===== src/rtl/svm_pkg.sv =====
package svm_pkg;
    typedef enum logic [1:0] {
        MON_OFF    = 2'd0,
        MON_SETTLE = 2'd1,
        MON_ABOVE  = 2'd2,
        MON_BELOW  = 2'd3
    } mon_state_e;

    localparam int CTRL_EN_BIT   = 7;
    localparam int CTRL_MODE_BIT = 1;
    localparam int CTRL_FLAG_BIT = 0;
    localparam int LVL_W         = 4;
    localparam logic ADDR_CTRL   = 1'b0;
    localparam logic ADDR_LVL    = 1'b1;
endpackage


===== src/rtl/svm_regs.sv =====
module svm_regs
    import svm_pkg::*;
(
    input  logic             clk,
    input  logic             rst_n,
    input  logic             bus_we,
    input  logic             bus_addr,
    input  logic [7:0]       bus_wdata,
    input  logic             flag_in,
    output logic             en_q,
    output logic             mode_q,
    output logic [LVL_W-1:0] lvl_q,
    output logic [7:0]       bus_rdata
);
    logic unused_wdata;
    assign unused_wdata = &{1'b0, bus_wdata[6:LVL_W], bus_wdata[2], bus_wdata[CTRL_FLAG_BIT]};

    always_ff @(posedge clk) begin
        if (!rst_n) begin
            en_q   <= 1'b0;
            mode_q <= 1'b0;
            lvl_q  <= '0;
        end else if (bus_we) begin
            if (bus_addr == ADDR_CTRL) begin
                en_q   <= bus_wdata[CTRL_EN_BIT];
                mode_q <= bus_wdata[CTRL_MODE_BIT];
            end else begin
                lvl_q  <= bus_wdata[LVL_W-1:0];
            end
        end
    end

    always_comb begin
        bus_rdata = '0;
        if (bus_addr == ADDR_CTRL) begin
            bus_rdata[CTRL_EN_BIT]   = en_q;
            bus_rdata[CTRL_MODE_BIT] = mode_q;
            bus_rdata[CTRL_FLAG_BIT] = flag_in;
        end else begin
            bus_rdata[LVL_W-1:0]     = lvl_q;
        end
    end
endmodule


===== src/rtl/svm_sync_filter.sv =====
module svm_sync_filter #(
    parameter int FILT_LEN = 3
) (
    input  logic clk,
    input  logic rst_n,
    input  logic clr,
    input  logic raw,
    output logic filt
);
    localparam int CW = (FILT_LEN > 1) ? $clog2(FILT_LEN) : 1;

    logic          s1, s2;
    logic [CW-1:0] run_cnt;

    always_ff @(posedge clk) begin
        if (!rst_n) begin
            s1 <= 1'b0;
            s2 <= 1'b0;
        end else begin
            s1 <= raw;
            s2 <= s1;
        end
    end

    always_ff @(posedge clk) begin
        if (!rst_n || clr) begin
            filt    <= 1'b0;
            run_cnt <= '0;
        end else if (s2 != filt) begin
            if (run_cnt == CW'(FILT_LEN - 1)) begin
                filt    <= s2;
                run_cnt <= '0;
            end else begin
                run_cnt <= run_cnt + 1'b1;
            end
        end else begin
            run_cnt <= '0;
        end
    end
endmodule


===== src/rtl/svm_fsm.sv =====
module svm_fsm
    import svm_pkg::*;
#(
    parameter int STAB_CYCLES = 2000
) (
    input  logic clk,
    input  logic rst_n,
    input  logic en,
    input  logic mode,
    input  logic mask,
    input  logic below,
    output logic ready,
    output logic flag,
    output logic irq,
    output logic rst_req
);
    localparam int CW = $clog2(STAB_CYCLES + 1);

    mon_state_e    state, state_n;
    logic [CW-1:0] stab_cnt;
    logic          stab_done;
    logic          irq_q;

    assign stab_done = (stab_cnt == CW'(STAB_CYCLES - 1));

    always_ff @(posedge clk) begin
        if (!rst_n) state <= MON_OFF;
        else        state <= state_n;
    end

    always_comb begin
        state_n = state;
        if (!en) begin
            state_n = MON_OFF;
        end else begin
            unique case (state)
                MON_OFF:    state_n = MON_SETTLE;
                MON_SETTLE: if (stab_done) state_n = below ? MON_BELOW : MON_ABOVE;
                MON_ABOVE:  if (below)     state_n = MON_BELOW;
                MON_BELOW:  if (!below)    state_n = MON_ABOVE;
            endcase
        end
    end

    always_ff @(posedge clk) begin
        if (!rst_n) begin
            stab_cnt <= '0;
            irq_q    <= 1'b0;
        end else begin
            if (state != MON_SETTLE)  stab_cnt <= '0;
            else if (!stab_done)      stab_cnt <= stab_cnt + 1'b1;
            irq_q <= (state_n == MON_BELOW) && (state != MON_BELOW) && !mode && !mask;
        end
    end

    always_comb begin
        ready   = en && ((state == MON_ABOVE) || (state == MON_BELOW));
        flag    = en && (state == MON_BELOW);
        rst_req = en && mode && (state == MON_BELOW);
        irq     = irq_q;
    end
endmodule


===== src/rtl/svm_ctrl.sv =====
module svm_ctrl
    import svm_pkg::*;
#(
    parameter int STAB_CYCLES = 2000,
    parameter int FILT_LEN    = 3
) (
    input  logic             clk,
    input  logic             rst_n,
    input  logic             bus_we,
    input  logic             bus_addr,
    input  logic [7:0]       bus_wdata,
    output logic [7:0]       bus_rdata,
    input  logic             irq_mask,
    input  logic             cmp_below,
    output logic [LVL_W-1:0] lvl_sel,
    output logic             ready,
    output logic             irq,
    output logic             rst_req
);
    logic en_q, mode_q, flag_w, below_f;

    svm_regs u_regs (
        .clk(clk), .rst_n(rst_n), .bus_we(bus_we), .bus_addr(bus_addr),
        .bus_wdata(bus_wdata), .flag_in(flag_w), .en_q(en_q), .mode_q(mode_q),
        .lvl_q(lvl_sel), .bus_rdata(bus_rdata)
    );

    svm_sync_filter #(.FILT_LEN(FILT_LEN)) u_filt (
        .clk(clk), .rst_n(rst_n), .clr(!en_q), .raw(cmp_below), .filt(below_f)
    );

    svm_fsm #(.STAB_CYCLES(STAB_CYCLES)) u_fsm (
        .clk(clk), .rst_n(rst_n), .en(en_q), .mode(mode_q), .mask(irq_mask),
        .below(below_f), .ready(ready), .flag(flag_w), .irq(irq), .rst_req(rst_req)
    );
endmodule


===== config.mk =====
export PLATFORM = sky130hd
export DESIGN_NAME = svm_ctrl
export DESIGN_NICKNAME = d
export VERILOG_FILES = /design/src/rtl/svm_pkg.sv /design/src/rtl/svm_regs.sv /design/src/rtl/svm_sync_filter.sv /design/src/rtl/svm_fsm.sv /design/src/rtl/svm_ctrl.sv
export SDC_FILE = /design/constraint.sdc
export NUM_CORES = 1
export LEC_CHECK = 0
export BUFFER_PORTS_ARGS = -buffer_cell sky130_fd_sc_hd__buf_2
export CORE_MARGIN = 5
export CORE_UTILIZATION = 45
export CTS_CLUSTER_SIZE = 20
export DETAILED_ROUTE_END_ITERATION = 8
export PLACE_DENSITY = 0.69
export SLEW_MARGIN = 25
export SYNTH_ARGS = -nofsm -noshare
export SYNTH_HDL_FRONTEND = slang
export SYNTH_SLANG_ARGS = --single-unit
export TNS_END_PERCENT = 50

===== constraint.sdc =====
create_clock -name clk -period 2.7 [get_ports clk]
set_clock_uncertainty 0.1 [all_clocks]
set_input_delay 0.54 -clock clk [delete_from_list [all_inputs] [get_ports clk]]
set_output_delay 0.54 -clock clk [all_outputs]
set_load 0.02 [all_outputs]

==> impl_results.md <==
* P_leak at 0.5018 nW
* Routed wire length at between 2 and 2.5 mm
* Vias/cell at about 5.5
* Final Hold Viols at 0
* Yosys top cell by area: dfxtp_1
* Row cnt at 18
* Clock Path Buffers at 2
* Post-synth cell types at 36
* Largest family of logic cells by synthesized area: simple AND/OR/NAND/NOR gates
* Tcrit/Tclk final at 70.85%
* Initial DRC count at 15
* Clk_lat worst skew at 0.31 ns
* Commonest non-fill, non-tap cell in the layout: dfxtp_1
* Largest net degree at the start of global routing at 15
* Num CTS Buffers at 3
* YS warnings at 0
* CTS tree: yes
* Starting Density at 46.79%
* # fillers at 237
* Synthesized-area fraction occupied by adder cells at 2.179%
* Pwr Total at 0.5809 mW
* Worst Path Class, Setup: reg2out
* Share of layout cells above drive strength 1 at 20.67%
* Crit path DAT at 1.27 ns
* Synth Area in Compound Gates at 15.47%
* Outcome: finished clean
* Core Region at roughly 0.0025 mm²
* Min Hold Slack at 0.3364 ns
* Reg clk slew, reported paths at approximately 0.13 ns
* Die extent in x at 60.52 µm
* Commonest non-fill, non-tap cells in the layout: 25 x dfxtp_1, 22 x buf_2, 15 x nand2_1
* Peak Freq at 522.7 MHz
* Die area at 0.003663 mm²
* Setup TNS at 0 ns
* Syn-to-layout area delta at 13.29%
* Routed via count at 985
* Final Critical Period at ~1.9 ns
* Ant diodes at 0
* Global-route wire length before repair at 3.588 mm
* Hold Crit Class: in2reg
* Synth Instances at about 130
* Initial antenna violation count at 0
* Post-synthesis sequential area ratio at 43.57%
* Root Driver: clkbuf_4
* Boundary pin count at 29
* VDD IR max at about 340 µV
* Gr ovfl total at 0
* Startpoint Class: flop
* RSZ-0062 raised after global routing: no
* Syn Area/Cell at 9.044 µm²
* Port bufs at 22
* Post-Syn Area at 0.001149 mm²
* Post-DP HPWL at 1.661 mm
* Seq cells post-synth at 25
* Antenna-violating nets left at 0
* Drt first pass iters at 4
* Chip height at 60.52 µm
* Number of nets in the layout at 167
* Routed WL per cell at around 12 µm
* Simple logic cell fraction of the synthesized area at 30.50%
* Final Slew Violations at 0
* XOR/XNOR share of the synthesized area at less than 1%
* H-tree levels at 1
* Vias in the first global route at 860
* Pwr dens at 446.4 mW/mm²
* Final setup fails at 0
* GRT Util Overall at 12.77%
* Clock Sinks at 25
* Crit end category: primary output
* Synth area leaders: dfxtp_1 44%, nand2_1 4.9%, a21oi_1 3.5%
* Critical Path Fanout Max at 5
* Mux contribution to synthesized area at about 3.6%
* Hold-fix buffers, CTS at 0
* CTS resizes at 0
* RD Place Congestion at 0.7648
* DRC at 0
* Fin util at between 50% and 60%
* Share of the synthesized area in the top cell type at 43.57%
* Crit path required time at 2.06 ns
* Max cap viols at 0
* Setup bufs post-CTS at 0
[worst max-delay path, stage by stage (launching register included)]
cell	delay (ns)
dfxtp_1	0.40
and2_1	0.19
nand2_1	0.07
o21ai_0	0.13
buf_2	0.18
[sequential cells by signal, summed over array words and instances, names as in the netlist]
register,cells
u_fsm.stab_cnt,11
u_fsm.irq,1
u_filt.run_cnt,2
u_regs.en_q,1
u_regs.lvl_q,4
u_filt.s1,1
u_filt.filt,1
u_regs.mode_q,1
u_filt.s2,1
u_fsm.state,2
[routing by layer]
layer	vias up	GRT usage, %	routed length, µm
li1	511	-	-
met1	457	16.30	946
met2	13	21.45	1075
met3	4	1.915	62
met4	0	5.573	27
met5	-	0	0
[Yosys cell counts (all sizes together)]
master and n:
o31a 1, inv 3, nand4 3, xnor2 1
or4b 1, nand3 8, buf 3, and3 2
nand4b 2, nand2b 2, o21ba 1, and3b 1
a41oi 1, nor3 1, or3 2, or4 4
mux2i 3, mux2 1, nand2 15, conb 1
and4b 2, a31oi 2, and2 6, a21oi 8
nor4 3, ha 2, nor2b 3, nor2 2
nand3b 1, dfxtp 25, o21ai 6, o31ai 4
a21boi 5, clkbuf 2
[path summary, 6_finish.rpt]
kind	startpoint	end	slack (ns)	cells after the start
setup / recovery	u_fsm.state[1]	bus_rdata[0]	0.79	4
hold / removal	cmp_below	u_filt.s1	0.34	2
setup reg to reg	u_fsm.stab_cnt[0]	u_fsm.stab_cnt[10]	1.06	4
hold reg to reg	u_filt.run_cnt[0]	u_filt.run_cnt[0]	0.34	1
[cell families after synthesis]
kind of cell | after synthesis
compound gates | 28
flops | 25
simple gates | 58
xor+xnor | 1
buf+inv | 8
fa+ha+maj | 2
other cells | 1
mux | 4
[report_power, final]
part	internal, mW	leakage, nW	switching, mW
sequential	0.375	0.203	0.00446
clock	0.0553	0.0177	0.103
combinational	0.0172	0.281	0.0254
total	0.448	0.502	0.133
[per-stage QoR]
stage / cells / cell area (µm²) / setup slack, ns
floorplan: 129 / 1156 / 0.8449
global placement: 176 / 1274 / 0.8313
detailed placement: 176 / 1274 / 0.8183
CTS: 180 / 1301 / 0.7642
global route: 180 / 1301 / 0.6740
finish: 180 / 1301 / 0.7870
[area by class of cell]
cell class                      instances  area (µm²)  share of cell area [%]
Inverter                                3       11.26                  0.8654
Multi-Input combinational cell         96       614.3                   47.21
Clock buffer                            3       22.52                   1.731
Clock inverter                          1       5.005                  0.3846
Sequential cell                        25       500.5                   38.46
Tap cell                               30       37.54                   2.885
Timing Repair Buffer                   22       110.1                   8.462
(Power assumes the default switching activity.)
